**config.mk**
```make
export PLATFORM = sky130hd
export DESIGN_NAME = cla_addsub16
export DESIGN_NICKNAME = d
export VERILOG_FILES = /design/src/rtl/cla_addsub16.sv
export SDC_FILE = /design/constraint.sdc
export NUM_CORES = 1
export LEC_CHECK = 0
export ABC_AREA = 0
export BUFFER_PORTS_ARGS = -buffer_cell sky130_fd_sc_hd__buf_4
export CORE_ASPECT_RATIO = 0.5
export CORE_MARGIN = 1
export CORE_UTILIZATION = 25
export DETAILED_ROUTE_END_ITERATION = 10
export PLACE_DENSITY = 0.57
export REMOVE_ABC_BUFFERS = 1
export SLEW_MARGIN = 20
export SYNTH_ARGS = -nofsm -noshare
export SYNTH_HDL_FRONTEND = slang
export SYNTH_SLANG_ARGS = --single-unit
```
**constraint.sdc**
```tcl
create_clock -name vclk -period 3.8
set_clock_uncertainty 0.15 [all_clocks]
set_input_delay 0.38 -clock vclk [all_inputs]
set_output_delay 0.38 -clock vclk [all_outputs]
set_load 0.02 [all_outputs]
```
**src/rtl/cla_addsub16.sv**
```systemverilog
module cla_addsub16 #(
  parameter int WIDTH = 16,
  parameter int GW    = 4
) (
  input  logic [WIDTH-1:0] op_a,
  input  logic [WIDTH-1:0] op_b,
  input  logic [1:0]       mode,
  output logic [WIDTH-1:0] result,
  output logic             carry_out,
  output logic             overflow
);
  localparam int NG = WIDTH / GW;
  localparam int LW = (GW > NG) ? GW : NG;

  // Parallel carry into position k of a lookahead span: sum-of-products, no ripple.
  function automatic logic la_carry(input logic [LW-1:0] g, input logic [LW-1:0] p,
                                    input logic ci, input int k);
    logic r, term;
    r = 1'b0;
    for (int t = 0; t < LW; t++) begin
      if (t < k) begin
        term = g[t];
        for (int u = 0; u < LW; u++)
          if (u > t && u < k) term = term & p[u];
        r = r | term;
      end
    end
    term = ci;
    for (int u = 0; u < LW; u++)
      if (u < k) term = term & p[u];
    return r | term;
  endfunction

  logic             inv, cin;
  logic [WIDTH-1:0] b_src, b_eff, bp, bg;
  logic [WIDTH:0]   c;
  logic [NG-1:0]    grp_p, grp_g;
  logic [NG:0]      grp_c;
  logic [LW-1:0]    top_p, top_g;

  assign inv   = mode[0];
  assign cin   = mode[1] ^ mode[0];
  assign b_src = mode[1] ? '0 : op_b;
  assign b_eff = b_src ^ {WIDTH{inv}};
  assign bp    = op_a ^ b_eff;
  assign bg    = op_a & b_eff;

  for (genvar j = 0; j < NG; j++) begin : g_grp
    logic [LW-1:0] lp, lg;
    always_comb begin
      lp = '0;
      lg = '0;
      lp[GW-1:0] = bp[j*GW +: GW];
      lg[GW-1:0] = bg[j*GW +: GW];
    end
    assign grp_p[j] = &bp[j*GW +: GW];
    assign grp_g[j] = la_carry(lg, lp, 1'b0, GW);
    for (genvar k = 0; k < GW; k++) begin : g_bit
      assign c[j*GW+k] = la_carry(lg, lp, grp_c[j], k);
    end
  end

  always_comb begin
    top_p = '0;
    top_g = '0;
    top_p[NG-1:0] = grp_p;
    top_g[NG-1:0] = grp_g;
  end

  for (genvar j = 0; j <= NG; j++) begin : g_top
    assign grp_c[j] = la_carry(top_g, top_p, cin, j);
  end

  assign c[WIDTH]   = grp_c[NG];
  assign result     = bp ^ c[WIDTH-1:0];
  assign carry_out  = c[WIDTH];
  assign overflow   = c[WIDTH] ^ c[WIDTH-1];
endmodule

```
After elaboration in Yosys (flattened, before gate mapping)
Index checks and enable logic that the tools add are counted.
Widths: inputs -> output; s select.

cells by class
  mux-type cells = 1
  bitwise logic cells = 98
  reductions and logical operators = 4

operators with widths
  kind              count
  $xor 16x16->16    3
  $and 1x1->1       46
  $or 1x1->1        46
  $and 16x16->16    1
  $mux 16           1
  $reduce_and 4->1  4
  $xor 1x1->1       2

word-level totals
  flip-flop bits (word level) = 0
  input port bits = 34
  output and inout bits = 18
  word-level logic and storage cells = 103

Depth between registers and ports, before layout
Gate-level depths: netlist of the first run.

  word-level depth = 19
  mapped depth = 15
  mapped depth without buffers = 14

Worst setup path after synthesis of the first run
No wires, ideal clock.

  path kind = input-to-output
  from = in mode[0]
  to = out overflow
  arrival = 3177 ps
  setup slack = 93 ps
  cell stages on the path = 15
  cells stage by stage = buf_6 > buf_2 > xnor2_1 > ha_1 > a211oi_1 > o21bai_1 > or2_1 > nor2b_1 > inv_1 > ha_1 > o211ai_1 > a21boi_0 > mux2_2 > a221oi_1 > o31ai_1

on the way
  cells in the longest elaborated chain, start to end = 18

RTL lines
  element                                                  line    text
  start, declared                                          7       input logic [1:0] mode,
  $xor 16x16->16                                           44      assign b_eff = b_src ^ {WIDTH{inv}};
  $and 16x16->16 / $xor 16x16->16 (equally long branches)  46, 45
  $and 1x1->1 (3 in a row)                                 24      if (u > t && u < k) term = term & p[u];
  $or 1x1->1 (3 in a row)                                  25      r = r | term;
  $and 1x1->1 (2 in a row)                                 24
  $or 1x1->1 (2 in a row)                                  25
  $or 1x1->1                                               31      return r | term;
  $and 1x1->1 (3 in a row)                                 30      if (u < k) term = term & p[u];
  $or 1x1->1                                               31
  $xor 1x1->1 (*)                                          77      assign overflow = c[WIDTH] ^ c[WIDTH-1];
  end, declared                                            10      output logic overflow

Mark *: on every way between the ends. The rest lies on a longest branch, timed or not.

Worst setup path in the final report of the first run
  from = in mode[1]
  to = out overflow

on the way
  cells in the longest elaborated chain, start to end = 19

RTL lines
  element                                                  line    text
  $mux 16                                                  43      assign b_src = mode[1] ? '0 : op_b;
  $xor 16x16->16                                           44
  $and 16x16->16 / $xor 16x16->16 (equally long branches)  46, 45
  $and 1x1->1 (3 in a row)                                 24
  $or 1x1->1 (3 in a row)                                  25
  $and 1x1->1 (2 in a row)                                 24
  $or 1x1->1 (2 in a row)                                  25
  $or 1x1->1                                               31
  $and 1x1->1 (3 in a row)                                 30
  $or 1x1->1                                               31
  $xor 1x1->1 (*)                                          77

Marks and branches as above.

==> flow_summary.ini, run 1 <==
[timing]
tns_ns = 0
slew_violations = 0
relSlewSlack = 0.733
layout_min_cycle_time_ns = 3.68
fin_crit_sh = 0.968
setup_viol = 0
fmax_mhz = 272
timing.final.hold_violations = 0
tightest_slew_ns = 0.401

[job]
cap_violations = 0

[hold_path]
hold_path_end = result[1]
min_from = op_a[1]
hp-class = input port to primary output
holdPathStages = 4

[grt]
first_global_vias = 1115
grt_use_total = 0.120
overflow = 0
grt_antenna_before_repair = 0
grt_pass1_wl_mm = 4.67
grt_max_degree = 14

[critical_path]
critPathMaxFanout = 13
cp_cell_sequence = buf_6, nand2b_4, xnor2_2, ha_1, a211oi_2, o21bai_1, or2_4, nor2b_4, inv_1, ha_2, o211ai_1, a21boi_1, mux2_2, a221oi_2, o31ai_1, buf_4
timing.setup.critical_path_class = input port to primary output
required_ns = 3.27
crit_path_max_incr_delay_ns = 0.33
cp-start-kind = input port
worstPathArrival_ns = 3.15
endpoint_kind = primary output
crit_slowest_cell = ha_1

[die]
fp.dieArea_mm2 = 0.00461
start_util = 0.269
ios = 52
die_width_um = 95.1
num_rows = 16
die_h_um = 48.5
core_area_mm2 = 0.00402

[synth]
synth_warnings = 0
synth_cells = 142
postSynthAreaPerCell_um2 = 7.62
synth_cell_type_count = 30
ys_seq_area_frac = 0
syn-cell-area_mm2 = 0.00108

[finish]
antenna_cells = 0
clkbuf_count = 0
layout-drive-gt1-share = 0.431
seq_cell_count = 0
area_delta_synth_final_pct = 60.2
stdcell_area_mm2 = 0.00173
final_common_cell = buf_4
layout_common_cells = buf_4, xnor2_1, ha_1
seq_area_um2 = 0
n_fill_cell = 410
nets = 264

[drt]
detail_route.first_pass.iterations = 3
wl_mm = 2.69
viasPerCell = 4.36
drc = 0
routedWlPerCell_um = 10.4
drtIter0Drc = 6
vias = 1126
postRouteAntennaNets = 0

[power_and_ir_drop]
power_mw = 0.469
peakVddDrop_mv = 0.0751
p_per_area_mw_per_mm2 = 270
p_leak_nw = 0.862

[place]
globalplace.congestion = 0.765
placed_cell_area_mm2 = 0.00157
place_hpwl_mm = 2.24
portBuffers = 52

[status]
status = finished clean
## kinds of logic after synthesis
logic type / share of synthesized area
AOI/OAI and AO/OA: 0.156
xor gates and xnor gates: 0.217
adders and majority gates: 0.305
buffers and inverters: 0.0740
muxes: 0.0104
and+or+nand+nor: 0.237
## power breakdown
group / internal [mW] / switching, mW
clock: 0 / 0
combinational: 0.229 / 0.240
sequential: 0 / 0
## cell usage after synthesis
| master | count | share of area |
|---|---|---|
| a211oi_1 | 1 | 0.0069 |
| a21boi_0 | 1 | 0.0069 |
| a21oi_1 | 7 | 0.032 |
| a221oi_1 | 1 | 0.0081 |
| a22oi_1 | 1 | 0.0069 |
| and2_1 | 1 | 0.0058 |
| buf_2 | 1 | 0.0046 |
| buf_6 | 1 | 0.010 |
| clkbuf_1 | 1 | 0.0035 |
| fa_1 | 4 | 0.074 |
| ha_1 | 20 | 0.23 |
| inv_1 | 16 | 0.055 |
| mux2_2 | 1 | 0.010 |
| nand2_1 | 4 | 0.014 |
| nand2b_1 | 16 | 0.092 |
| nand4_1 | 4 | 0.023 |
| nor2_1 | 13 | 0.045 |
| nor2b_1 | 1 | 0.0058 |
| nor3_1 | 3 | 0.014 |
| nor4_1 | 1 | 0.0058 |
| nor4_4 | 1 | 0.020 |
| o211ai_1 | 1 | 0.0069 |
| o21a_1 | 7 | 0.049 |
| o21ai_0 | 2 | 0.0092 |
| o21ai_1 | 2 | 0.0092 |
| o21bai_1 | 2 | 0.014 |
| o31ai_1 | 1 | 0.0069 |
| or2_1 | 2 | 0.012 |
| xnor2_1 | 25 | 0.20 |
| xnor2_2 | 1 | 0.015 |
## cell type report
class	instances	area, µm²	share of cell area
Tap cell	54	67.6	0.0390
Timing Repair Buffer	65	492	0.284
Inverter	16	60.1	0.0346
Multi-Input combinational cell	123	1110	0.643
## worst max-delay path, delay by kind of cell
family / cells / cell delay [ns]
buffers and inverters: 3 / 0.34
adders and majority gates: 2 / 0.50
and+or+nand+nor: 3 / 0.53
AOI/OAI and AO/OA: 6 / 0.97
xor gates and xnor gates: 1 / 0.13
muxes: 1 / 0.28
## how the worst max path moves through the flow
stage,cells after the start,end,startpoint,slack [ns]
after floorplan,14,overflow,mode[1],0.33
after global routing,16,overflow,mode[1],-0.08
after global placement,16,overflow,mode[1],0.008
after CTS,16,overflow,mode[1],0.04
final,16,overflow,mode[1],0.12
after detailed placement,16,overflow,mode[1],-0.08
## metrics by stage
| stage | cells | hold slack, ns | worst slack [ns] | util |
|---|---|---|---|---|
| global placement | 252 | 1.12 | 0.00758 | 0.391 |
| CTS | 254 | 1.12 | 0.0382 | 0.401 |
| detailed placement | 252 | 1.12 | -0.0781 | 0.391 |
| floorplan | 139 | 0.914 | 0.326 | - |
| finish | 258 | 1.12 | 0.122 | 0.431 |
| global route | 258 | 1.16 | -0.0783 | 0.431 |
## repair_timing
item | in CTS | in global routing
pin swaps | 6 | 14
hold buffers | 0 | 0
endpoints found under the setup margin | 1 | 1
setup buffers | 2 | 4
cloned | 0 | 0
gates resized for setup | 7 | 18
## per-layer routing
metal | vias up | global-route usage | share of wire
li1 | 602 | - | -
met1 | 515 | 0.166 | 0.46
met2 | 9 | 0.218 | 0.52
met3 | 0 | 0.00314 | 0.019
met4 | 0 | 0 | 0
met5 | - | 0 | 0
Note: power is estimated with default switching activity, not from simulation.
==> run 2, diff against run 1 <==
--- a/config.mk
+++ b/config.mk
@@ -14,3 +14,2 @@
 export PLACE_DENSITY = 0.57
-export REMOVE_ABC_BUFFERS = 1
 export SLEW_MARGIN = 20
--- a/constraint.sdc
+++ b/constraint.sdc
@@ -4,2 +4,2 @@
 set_output_delay 0.38 -clock vclk [all_outputs]
-set_load 0.02 [all_outputs]
+set_load 0.1 [all_outputs]
==> run 2 against run 1 <==
Maximum frequency fell by 2.2%. Die area did not move. Sequential share of layout area did not move. Utilization rose by 8.7 points. Wire length rose by 12%. Largest cell class unchanged. Power rose by 100%. Combinational power rose by 100%. Worst setup slack got worse by 0.081 ns. Hold slack improved by 0.089 ns. Critical endpoint unchanged. Final area rose by 20%. Non-clock buffer count rose by 24.
==> flow_summary.ini, run 2 (synthesis results as in run 1) <==
[status]
status = finished clean

[clocking]
hold_buffers = 0

[critical_path]
endpoint_kind = primary output
worstPathArrival_ns = 3.23
cp-start-kind = input port
timing.setup.critical_path_class = input port to primary output
crit_start = mode[1]
required_ns = 3.27
critPathMaxFanout = 7

[finish]
seq_area_um2 = 0
nets = 288
antenna_cells = 0
area_delta_synth_final_pct = 92.6
layout_common_cells = buf_4, ha_1, inv_1, xnor2_1, nor2_1
seq_cell_count = 0
layout-drive-gt1-share = 0.553
final_common_cell = buf_4
clkbuf_count = 0

[timing]
rsz0062_at_grt = yes
slew_violations = 0
fmax_mhz = 266
layout_min_cycle_time_ns = 3.76
tightest_slew_ns = 0.347
fin_ws_ns = 0.0408
timing.final.hold_violations = 0
fin_crit_sh = 0.989
relSlewSlack = 0.767
setup_viol = 0

[die]
fp.dieArea_mm2 = 0.00461
ios = 52
die_h_um = 48.5
start_util = 0.269
die_width_um = 95.1
core_area_mm2 = 0.00402
num_rows = 16

[hold_path]
min_from = op_a[0]
hp-class = input port to primary output

[drt]
drtIter0Drc = 16
viasPerCell = 4.37
vias = 1232
detail_route.first_pass.iterations = 4
postRouteAntennaNets = 0
drc = 0
routedWlPerCell_um = 10.7
wl_mm = 3.02

[place]
portBuffers = 52
place_hpwl_mm = 2.38
globalplace.congestion = 0.754
pre_cts_ws_ns = -0.267

[grt]
grt_pass1_wl_mm = 4.96
grt_antenna_before_repair = 0
overflow = 0
grt_use_total = 0.127
first_global_vias = 1232
grt_max_degree = 15

[power_and_ir_drop]
p_per_area_mw_per_mm2 = 452
power_mw = 0.943
p_leak_nw = 1.06
peakVddDrop_mv = 0.228

[job]
cap_violations = 0

[synth]
syn-num-nets = 200
==> run 2: per-stage QoR <==
step | hold WS (ns) | TNS, ns | utilization | instance area, µm² | cells
3_5_place_dp | 1.21 | -0.267 | 0.441 | 1780 | 270
2_1_floorplan | 1.11 | -0.980 | - | 1150 | 142
3_3_place_gp | 1.20 | -0.174 | 0.441 | 1780 | 270
6_report | 1.21 | 0 | 0.518 | 2080 | 282
4_1_cts | 1.21 | 0 | 0.471 | 1890 | 275
5_1_grt | 1.26 | -0.120 | 0.518 | 2080 | 282
==> run 2: worst paths after layout <==
path / endpoint / slack (ns) / depth (start not counted)
min: result[0] / 1.21 / 5
max: overflow / 0.04 / 19
==> run 2: cell type report <==
type,count,area [µm²]
Inverter,16,60.1
Multi-Input combinational cell,123,1240
Timing Repair Buffer,89,714
Fill cell,386,1940
Tap cell,54,67.6
==> run 2: power breakdown <==
part | internal, mW | switching (mW) | leakage [nW]
registers | 0 | 0 | 0
logic | 0.312 | 0.631 | 1.06
clock network | 0 | 0 | 0
total | 0.312 | 0.631 | 1.06
==> run 2: worst max-delay path: stages <==
cell and delay [ns]:
buf_12 0.11, nand2b_4 0.14, xnor2_2 0.13, ha_1 0.36, nand4_1 0.21, nor2_1 0.09
a22oi_2 0.20, nor2b_4 0.19, inv_2 0.05, ha_4 0.15, o211ai_1 0.24, buf_4 0.16
buf_4 0.09, nand2_2 0.04, nor2_1 0.16, a221oi_2 0.09, buf_4 0.15, o31ai_4 0.06
buf_12 0.21
==> run 2: layer usage <==
metal	GRT usage	vias up	part of all wire
met5	0	-	0
met4	0	0	0
met3	0	0	0.021
met2	0.251	18	0.54
met1	0.165	563	0.44
li1	-	651	-
==> run 2: repair_timing <==
action	in CTS	in global routing
pin swaps	9	18
cloned	0	1
resized for setup	19	19
setup buffers	5	6
endpoints found under the setup margin	1	2
==> run 3, diff against run 2 <==
Settings changed: CORE_MARGIN 1 to 3.
==> run 3 against run 2 <==
Via count grew 0.24%. Largest power group unchanged. Largest cell class unchanged. Final area grew 1.8%. Hold slack gained 0.0014 ns. Critical path type unchanged. Utilization grew 0.93 points.
==> flow_summary.ini, run 3 (synthesis results as in run 1) <==
[finish]
nets = 290
seq_area_um2 = 0
layout-drive-gt1-share = 0.561
area_delta_synth_final_pct = 96.1
n_fill_cell = 374
layout_common_cells = buf_4, ha_1, xnor2_1, inv_1
antenna_cells = 0
final_common_cell = buf_4
clkbuf_count = 0
seq_cell_count = 0

[place]
place_hpwl_mm = 2.46
portBuffers = 52
globalplace.congestion = 0.779

[timing]
fin_crit_sh = 0.983
fmax_mhz = 268
rsz0062_at_grt = yes
layout_min_cycle_time_ns = 3.73
setup_viol = 0
slew_violations = 0
timing.final.hold_violations = 0
relSlewSlack = 0.780
tightest_slew_ns = 0.328
hold_ws_ns = 1.21

[grt]
overflow = 0
grt_max_degree = 18
grt_antenna_before_repair = 0
grt_pass1_wl_mm = 4.60
grt_use_total = 0.105
first_global_vias = 1154

[critical_path]
timing.setup.critical_path_class = input port to primary output
required_ns = 3.27
endpoint_kind = primary output
worstPathArrival_ns = 3.20
critPathMaxFanout = 4
cp-start-kind = input port

[hold_path]
min_from = op_a[4]
hp-class = input port to primary output
holdPathStages = 5
hold_path_end = result[4]

[synth]
syn-num-nets = 200

[drt]
postRouteAntennaNets = 0
viasPerCell = 4.35
vias = 1235
drc = 0
routedWlPerCell_um = 10.9
detail_route.first_pass.iterations = 3
drtIter0Drc = 15
wl_mm = 3.08

[power_and_ir_drop]
peakVddDrop_mv = 0.212
power_mw = 0.947
p_leak_nw = 1.08
p_per_area_mw_per_mm2 = 446

[die]
die_width_um = 99.1
start_util = 0.269
fp.dieArea_mm2 = 0.00520
num_rows = 16
core_area_mm2 = 0.00402
die_h_um = 52.5
ios = 52

[clocking]
hold_buffers = 0

[job]
cap_violations = 0

[status]
status = finished clean
-- run 3: cell count changes in the layout (fill, tap and decap cells not counted) --
cell / delta
or2_1: -1
a21oi_2: -1
ha_2: +1
clkbuf_16: +1
nand2_1: +1
nor2_2: +1
nor2_1: -1
buf_6: +1
nand2_2: -1
a21oi_1: +1
ha_1: -1
or2_4: +1
-- run 3: power breakdown --
part	internal, mW	switching [mW]
clock	0	0
sequential	0	0
combinational	0.317	0.630
total	0.317	0.630
-- run 3: final cells by class --
cell class / instances / area (µm²) / area share
multi-input combinational: 123 / 1240 / 0.586
tap: 54 / 67.6 / 0.0318
timing repair buffer: 91 / 751 / 0.354
inverter: 16 / 60.1 / 0.0283
-- run 3: routing by layer --
metal | GRT usage | routed length, µm
met5 | 0 | 0
met2 | 0.221 | 1640
met4 | 0 | 15
met1 | 0.125 | 1340
met3 | 0.00531 | 86
-- run 3: stage by stage --
step	cells	utilization	setup slack, ns	cell area, µm²	setup TNS, ns
floorplan	142	-	-0.348	1150	-0.980
global placement	268	0.438	-0.166	1760	-0.166
detailed placement	268	0.438	-0.191	1760	-0.191
CTS	276	0.474	0.00330	1910	0
global route	284	0.527	-0.0870	2120	-0.0870
finish	284	0.527	0.0661	2120	0
-- run 3: timing repair --
action | CTS | global route
setup buffers | 8 | 6
endpoints found under the setup margin | 1 | 1
gates cloned | 0 | 2
pin swaps | 17 | 21
resized for setup | 19 | 21
-- run 3: worst max-delay path by stage --
stage                 start        to
finish              mode[1]  overflow
global route        mode[1]  overflow
CTS                 mode[1]  overflow
detailed placement  mode[1]  overflow
global placement    mode[1]  overflow
floorplan           mode[0]  overflow
-- run 3: critical path, stage by stage --
cell       delay [ns]
clkbuf_16        0.13
nand2b_4         0.13
xnor2_1          0.17
ha_1             0.27
buf_4            0.14
nand2_1          0.07
o21ai_2          0.08
a22oi_2          0.22
nor2b_4          0.19
inv_2            0.05
ha_4             0.15
o211ai_1         0.26
a21boi_1         0.10
mux2_4           0.28
a221oi_2         0.17
buf_4            0.15
o31ai_4          0.06
buf_12           0.17
